[config.mk]
export PLATFORM = sky130hd
export DESIGN_NAME = i2c_flag_vector
export DESIGN_NICKNAME = d
export VERILOG_FILES = /design/src/rtl/i2cfv_pkg.sv /design/src/rtl/i2cfv_role.sv /design/src/rtl/i2cfv_flags.sv /design/src/rtl/i2cfv_vector.sv /design/src/rtl/i2c_flag_vector.sv
export SDC_FILE = /design/constraint.sdc
export NUM_CORES = 1
export LEC_CHECK = 0
export BUFFER_PORTS_ARGS = -buffer_cell sky130_fd_sc_hd__buf_4
export CAP_MARGIN = 20
export CORE_AREA = 8 8 45 47
export DETAILED_ROUTE_END_ITERATION = 8
export DIE_AREA = 0 0 53 55
export GPL_TIMING_DRIVEN = 0
export HOLD_SLACK_MARGIN = 0.08
export PLACE_DENSITY = 0.89
export SETUP_SLACK_MARGIN = 0.1
export SYNTH_ARGS = -nofsm -noshare
export SYNTH_HDL_FRONTEND = slang
export SYNTH_HIERARCHICAL = 1
export SYNTH_SLANG_ARGS = --single-unit
export TNS_END_PERCENT = 30
[constraint.sdc]
create_clock -name clk -period 2.3 [get_ports clk]
set_clock_uncertainty 0.1 [all_clocks]
set_input_delay 0 -clock clk [delete_from_list [all_inputs] [get_ports clk]]
set_output_delay 0 -clock clk [all_outputs]
set_load 0.005 [all_outputs]
[src/rtl/i2cfv_pkg.sv]
package i2cfv_pkg;
    localparam int MODE_RUN    = 0;
    localparam int MODE_STOP   = 1;
    localparam int MODE_XMIT   = 2;
    localparam int MODE_MASTER = 3;
    localparam int MODE_BITS   = 4;

    localparam int NFLAGS    = 2;
    localparam int FLAG_ARB  = 0;
    localparam int FLAG_NACK = 1;

    localparam logic [1:0] ADDR_MODE = 2'd0;
    localparam logic [1:0] ADDR_STAT = 2'd1;
    localparam logic [1:0] ADDR_EN   = 2'd2;
    localparam logic [1:0] ADDR_VEC  = 2'd3;

    typedef enum logic [1:0] {
        ROLE_SLV_RX = 2'b00,
        ROLE_SLV_TX = 2'b01,
        ROLE_MST_RX = 2'b10,
        ROLE_MST_TX = 2'b11
    } role_e;

    typedef enum logic [2:0] {
        VEC_NONE = 3'd0,
        VEC_ARB  = 3'd1,
        VEC_NACK = 3'd2
    } vec_e;
endpackage

[src/rtl/i2cfv_role.sv]
module i2cfv_role
    import i2cfv_pkg::*;
#(
    parameter int DW = 8
) (
    input  logic          clk,
    input  logic          rst_n,
    input  logic          mode_we,
    input  logic [DW-1:0] wdata,
    input  logic          arb_set,
    output role_e         role_o,
    output logic          run_o,
    output logic          stop_o
);
    role_e state_q, state_d;
    role_e written;
    logic  run_q, run_d, stop_q, stop_d;
    logic  unused_hi;

    assign written   = role_e'({wdata[MODE_MASTER], wdata[MODE_XMIT]});
    assign unused_hi = ^wdata;

    // Transitions: T_ARB_LOSS beats T_WRITE
    always_comb begin
        state_d = state_q;
        unique case (state_q)
            ROLE_MST_TX: begin
                if (arb_set)      state_d = ROLE_SLV_RX;
                else if (mode_we) state_d = written;
            end
            ROLE_MST_RX, ROLE_SLV_TX, ROLE_SLV_RX: begin
                if (arb_set)      state_d = ROLE_SLV_RX;
                else if (mode_we) state_d = written;
            end
            default: state_d = ROLE_SLV_RX;
        endcase
    end

    // Mode-bit outputs
    always_comb begin
        run_d  = mode_we ? wdata[MODE_RUN] : run_q;
        stop_d = stop_q;
        if (arb_set)      stop_d = 1'b0;
        else if (mode_we) stop_d = wdata[MODE_STOP];
    end

    always_ff @(posedge clk or negedge rst_n) begin
        if (!rst_n) begin
            state_q <= ROLE_SLV_RX;
            run_q   <= 1'b0;
            stop_q  <= 1'b0;
        end else begin
            state_q <= state_d;
            run_q   <= run_d;
            stop_q  <= stop_d;
        end
    end

    assign role_o = state_q;
    assign run_o  = run_q;
    assign stop_o = stop_q;
endmodule

[src/rtl/i2cfv_flags.sv]
module i2cfv_flags
    import i2cfv_pkg::*;
(
    input  logic              clk,
    input  logic              rst_n,
    input  logic              run_q,
    input  logic              mode_we,
    input  logic              mode_run_bit,
    input  role_e             role,
    input  logic              ev_ack,
    input  logic              ev_nack,
    input  logic              ev_arb_lost,
    input  logic              ev_start_req,
    input  logic              bus_busy,
    input  logic              gen_call,
    input  logic              stat_we,
    input  logic [NFLAGS-1:0] stat_w1c,
    input  logic              vec_rd,
    input  vec_e              vec_code,
    output logic              arb_q,
    output logic              nack_q,
    output logic              arb_set_o
);
    logic mreset, active, is_tx;
    logic arb_set, arb_clr, nack_set, nack_clr;

    assign mreset = !run_q || (mode_we && !mode_run_bit);
    assign active = !mreset;
    assign is_tx  = (role == ROLE_SLV_TX) || (role == ROLE_MST_TX);

    assign arb_set  = active && ((ev_arb_lost && role == ROLE_MST_TX) ||
                                 (ev_start_req && bus_busy));
    assign nack_set = active && is_tx && (ev_nack || (ev_ack && gen_call));

    assign arb_clr  = (stat_we && stat_w1c[FLAG_ARB]) ||
                      (vec_rd && vec_code == VEC_ARB);
    assign nack_clr = (stat_we && stat_w1c[FLAG_NACK]) ||
                      (vec_rd && vec_code == VEC_NACK) ||
                      (is_tx && ev_ack && !gen_call);

    always_ff @(posedge clk or negedge rst_n) begin
        if (!rst_n) begin
            arb_q  <= 1'b0;
            nack_q <= 1'b0;
        end else if (mreset) begin
            arb_q  <= 1'b0;
            nack_q <= 1'b0;
        end else begin
            arb_q  <= arb_set  || (arb_q  && !arb_clr);
            nack_q <= nack_set || (nack_q && !nack_clr);
        end
    end

    assign arb_set_o = arb_set;

    p_nack_tx_r2: assert property (@(posedge clk) disable iff (!rst_n)
        $rose(nack_q) |-> $past(is_tx));
    p_arb_wins_r13: assert property (@(posedge clk) disable iff (!rst_n)
        arb_set |=> arb_q);
    p_nack_wins_r13: assert property (@(posedge clk) disable iff (!rst_n)
        nack_set |=> nack_q);
    p_vec_clear_r10: assert property (@(posedge clk) disable iff (!rst_n)
        (vec_rd && vec_code == VEC_ARB && !arb_set) |=> !arb_q);
endmodule

[src/rtl/i2cfv_vector.sv]
module i2cfv_vector
    import i2cfv_pkg::*;
(
    input  logic              clk,
    input  logic              rst_n,
    input  logic              en_we,
    input  logic [NFLAGS-1:0] en_wdata,
    input  logic              arb_q,
    input  logic              nack_q,
    output logic [NFLAGS-1:0] en_o,
    output vec_e              code_o,
    output logic              irq_o
);
    logic [NFLAGS-1:0] en_q, flags, pend;

    always_ff @(posedge clk or negedge rst_n) begin
        if (!rst_n)     en_q <= '0;
        else if (en_we) en_q <= en_wdata;
    end

    assign flags[FLAG_ARB]  = arb_q;
    assign flags[FLAG_NACK] = nack_q;

    for (genvar g = 0; g < NFLAGS; g++) begin : g_pend
        assign pend[g] = flags[g] & en_q[g];
    end

    always_comb begin
        if (pend[FLAG_ARB])       code_o = VEC_ARB;
        else if (pend[FLAG_NACK]) code_o = VEC_NACK;
        else                      code_o = VEC_NONE;
    end

    assign irq_o = |pend;
    assign en_o  = en_q;

    p_irq_code_r11: assert property (@(posedge clk) disable iff (!rst_n)
        irq_o |-> code_o != VEC_NONE);
endmodule

[src/rtl/i2c_flag_vector.sv]
module i2c_flag_vector
    import i2cfv_pkg::*;
#(
    parameter int DW = 8
) (
    input  logic          clk,
    input  logic          rst_n,
    input  logic          reg_wr,
    input  logic          reg_rd,
    input  logic [1:0]    reg_addr,
    input  logic [DW-1:0] reg_wdata,
    output logic [DW-1:0] reg_rdata,
    input  logic          ev_ack,
    input  logic          ev_nack,
    input  logic          ev_arb_lost,
    input  logic          ev_start_req,
    input  logic          bus_busy,
    input  logic          gen_call,
    output logic          irq,
    output logic          master_o,
    output logic          xmit_o,
    output logic          stop_o
);
    role_e             role;
    vec_e              code;
    logic              run, stop, arb_q, nack_q, arb_set;
    logic              mode_we, stat_we, en_we, vec_rd;
    logic [NFLAGS-1:0] en;

    assign mode_we = reg_wr && reg_addr == ADDR_MODE;
    assign stat_we = reg_wr && reg_addr == ADDR_STAT;
    assign en_we   = reg_wr && reg_addr == ADDR_EN;
    assign vec_rd  = reg_rd && reg_addr == ADDR_VEC;

    i2cfv_role #(.DW(DW)) u_role (
        .clk(clk), .rst_n(rst_n), .mode_we(mode_we), .wdata(reg_wdata),
        .arb_set(arb_set), .role_o(role), .run_o(run), .stop_o(stop)
    );

    i2cfv_flags u_flags (
        .clk(clk), .rst_n(rst_n), .run_q(run), .mode_we(mode_we),
        .mode_run_bit(reg_wdata[MODE_RUN]), .role(role),
        .ev_ack(ev_ack), .ev_nack(ev_nack), .ev_arb_lost(ev_arb_lost),
        .ev_start_req(ev_start_req), .bus_busy(bus_busy), .gen_call(gen_call),
        .stat_we(stat_we), .stat_w1c(reg_wdata[NFLAGS-1:0]),
        .vec_rd(vec_rd), .vec_code(code),
        .arb_q(arb_q), .nack_q(nack_q), .arb_set_o(arb_set)
    );

    i2cfv_vector u_vector (
        .clk(clk), .rst_n(rst_n), .en_we(en_we),
        .en_wdata(reg_wdata[NFLAGS-1:0]), .arb_q(arb_q), .nack_q(nack_q),
        .en_o(en), .code_o(code), .irq_o(irq)
    );

    always_comb begin
        reg_rdata = '0;
        unique case (reg_addr)
            ADDR_MODE: begin
                reg_rdata[MODE_RUN]    = run;
                reg_rdata[MODE_STOP]   = stop;
                reg_rdata[MODE_XMIT]   = role[0];
                reg_rdata[MODE_MASTER] = role[1];
            end
            ADDR_STAT: begin
                reg_rdata[FLAG_ARB]  = arb_q;
                reg_rdata[FLAG_NACK] = nack_q;
            end
            ADDR_EN:  reg_rdata[NFLAGS-1:0] = en;
            ADDR_VEC: reg_rdata[2:0] = code;
            default:  reg_rdata = '0;
        endcase
    end

    assign master_o = role[1];
    assign xmit_o   = role[0];
    assign stop_o   = stop;

    p_arb_role_r7: assert property (@(posedge clk) disable iff (!rst_n)
        $rose(arb_q) |-> (role == ROLE_SLV_RX && !stop));
    p_mreset_r12: assert property (@(posedge clk) disable iff (!rst_n)
        !run |-> (!arb_q && !nack_q));
endmodule

==> results by group <==
Placed design
  • Gpl congestion: 0.8281
  • Half-perimeter wire length after placement: 1245 um
  • Input/output buffers: 23

Yosys
  • Syn avg cell area: 9.702 um^2
  • Syn Std Cell Area: 591.8 um^2
  • Seq/Total Area, Yosys: 0.3383
  • Post-synth EDFFs: 0
  • #FFs+latches synth: 8
  • Post-Synthesis Cells: 61
  • Yosys cell types: 21
  • Synth Flop Type: dfrtp_1
  • Synth async-reset ratio: 1.000
  • Synth Warn #: 6

Hold path
  • Hold Path Class: in2reg

Detailed routing
  • Final wirelength: 1705 um
  • DR vias: 587
  • Iter 0 DRT Violations: 13
  • Detailed Routing Iterations Pass 1: 4
  • DRC errors left: 0
  • Wire length per cell: 14.33 um
  • Final ANT Viol Nets: 0
  • DR vias/cell: 4.933

Clock tree
  • TritonCTS clock tree: built
  • Number of buffers created by CTS: 3
  • Post-CTS Setup Bufs: 0
  • Clock Latency Late Sink: 0.24 ns
  • Clk sink count: 8
  • Root buffer cell: clkbuf_4
  • H-tree depth: 1
  • CTS Buffer Depth: 2
  • Worst-path clk slew: 0.05 ns

STA
  • Part of the cycle the worst path needs: 0.9340
  • Fin Setup TNS: 0 ns
  • Endpoints failing setup: 0
  • Hold violation count in the final report: 0
  • Max Clock Freq: 465.5 MHz
  • WHS: 0.06427 ns
  • Fin crit period: 2.148 ns
  • Slew Limit Fails: 0
  • RSZ-0062 raised after global routing: no

Global routing
  • First-pass GRT wire length: 2615 um
  • Total congestion overflow: 0
  • Initial antenna violation count: 0
  • GRT Util Overall: 0.1218
  • Largest net degree at the start of global routing: 9
  • Vias in the first global route: 627

Final layout
  • Fraction of layout cells with a size suffix above 1: 0.3689
  • Final core occ: 0.6881
  • Nets: 130
  • Storage cell area: 201.4 um^2
  • Inserted Diodes: 0
  • Area occupied by multi-input gates: 349.1 um^2
  • Fillers: 104
  • Area growth from synthesis to layout: 60.89%

Setup path
  • Crit path DAT: 2.22 ns
  • Slowest CP cell: dlygate4sd3_1
  • Crit path capture type: register
  • Worst-path fanout max: 5
  • Most used cell, CP: dlygate4sd3_1
  • WP data required: 2.38 ns
  • Crit Path Category: in2reg
  • Startpoint class of the critical path: primary input
  • Worst-path cell chain: dlygate4sd3_1, buf_4, and2_1, inv_1, o21ai_0, nor2_2, nor2_1, dlygate4sd3_1
  • CP peak stage delay: 0.57 ns

Power and ir drop
  • Pwr Total: 0.4760 mW
  • Leakage: 0.4754 nW
  • PwrDens: 499.9 mW/mm^2
  • Worst vdd ir: 415.9 uV

Job
  • Max Cap Violations: 0

Die
  • Die Span X: 53 um
  • Core area: 0.001384 mm^2
  • Die Height: 55 um
  • Die Footprint: 0.002915 mm^2
  • Starting Density: 0.4277
  • Ports: 32
  • Core Rows: 14

Run status
  • Outcome: complete, no violations
==> critical path: cells and delay by family <==
family | cells | cell delay, ns
buffers and inverters | 4 | 1.29
AO/OA/AOI/OAI | 1 | 0.41
AND/OR/NAND/NOR | 3 | 0.53
==> Yosys cell counts (all sizes together), types with 2 or more instances <==
library cell  count  area (um^2)
inv               5        18.77
nand4bb           2        22.52
buf               5        37.54
a22oi             2        20.02
and2              6        38.79
ha                5        62.56
a222oi            2        20.02
mux2i             5        50.05
nor2              7        26.28
a32oi             2        17.52
conb              2        7.510
nand2             2        7.510
mux2              3        33.78
dfrtp             8        200.2
==> repair_timing <==
action                     in CTS  in global routing
setup endpoints to repair       0                  2
resized for setup               0                  2
hold endpoints to repair       16                  1
hold buffers                   13                  1
==> layout by cell type, fill, tap and decap left out, drive strengths merged <==
cell type,count
o21ai,1
and2,6
nand3,1
nand4bb,2
a222oi,2
inv,5
a21oi,1
mux2,3
nand2,2
nor2,7
ha,5
nand2b,1
a21o,1
buf,28
a32oi,2
dfrtp,8
a22oi,2
clkbuf,3
mux2i,5
dlygate4sd3,13
conb,5
==> cell families (layout without fill, tap and decap cells) <==
logic type                 after synthesis  count (layout)  synth area share
and+or+nand+nor                         19              19            0.1797
buffers and inverters                   10              49           0.09515
AOI/OAI and AO/OA                        9               9            0.1268
muxes                                    8               8            0.1416
DFF                                      8               8            0.3383
adders and majority gates                5               5            0.1057
other                                    2               5           0.01269
==> registers in the layout, summed over array words and instances, names as in the netlist <==
name,count
u_flags/arb_q,1
u_role/role_o,2
u_flags/nack_q,1
u_role/run_o,1
u_role/stop_o,1
u_vector/en_o,2
==> layout make-up <==
class,count,area share
Multi-Input combinational cell,46,0.3666
Buffer,5,0.03942
Sequential cell,8,0.2116
Timing Repair Buffer,36,0.3180
Tap cell,16,0.02102
Inverter,5,0.01971
Clock buffer,3,0.02365
==> per-layer routing <==
layer	vias up	track usage	part of all wire
li1	289	-	-
met1	276	0.1026	0.36
met2	20	0.2500	0.56
met3	2	0.04278	0.076
met4	0	0.04741	0.0047
met5	-	0	0
==> final timing paths <==
kind	cells past startpoint	start	slack, ns	to
min reg2reg	1	u_vector/en_o[0]	0.46	u_vector/en_o[0]
min	3	ev_arb_lost	0.06	u_flags/arb_q
max	8	reg_wr	0.15	u_role/role_o[0]
max reg2reg	4	u_role/role_o[0]	0.57	u_role/role_o[0]
max in group asynchronous	3	rst_n	1.19	u_role/role_o[0]
min in group asynchronous	3	rst_n	0.63	u_flags/arb_q
==> per-stage QoR <==
stage	instance area, um^2	setup slack, ns	cells
global route	952.2	0.1380	119
CTS	948.4	0.1250	119
global placement	795.8	0.8568	103
floorplan	603.1	1.039	64
detailed placement	795.8	0.7866	103
finish	952.2	0.1517	119
==> power by group <==
part | internal (mW) | total, mW | switching, mW
registers | 0.168 | 0.195 | 0.0269
clock network | 0.0593 | 0.101 | 0.0416
logic | 0.109 | 0.180 | 0.0713
Note: power is estimated with default switching activity, not from simulation.
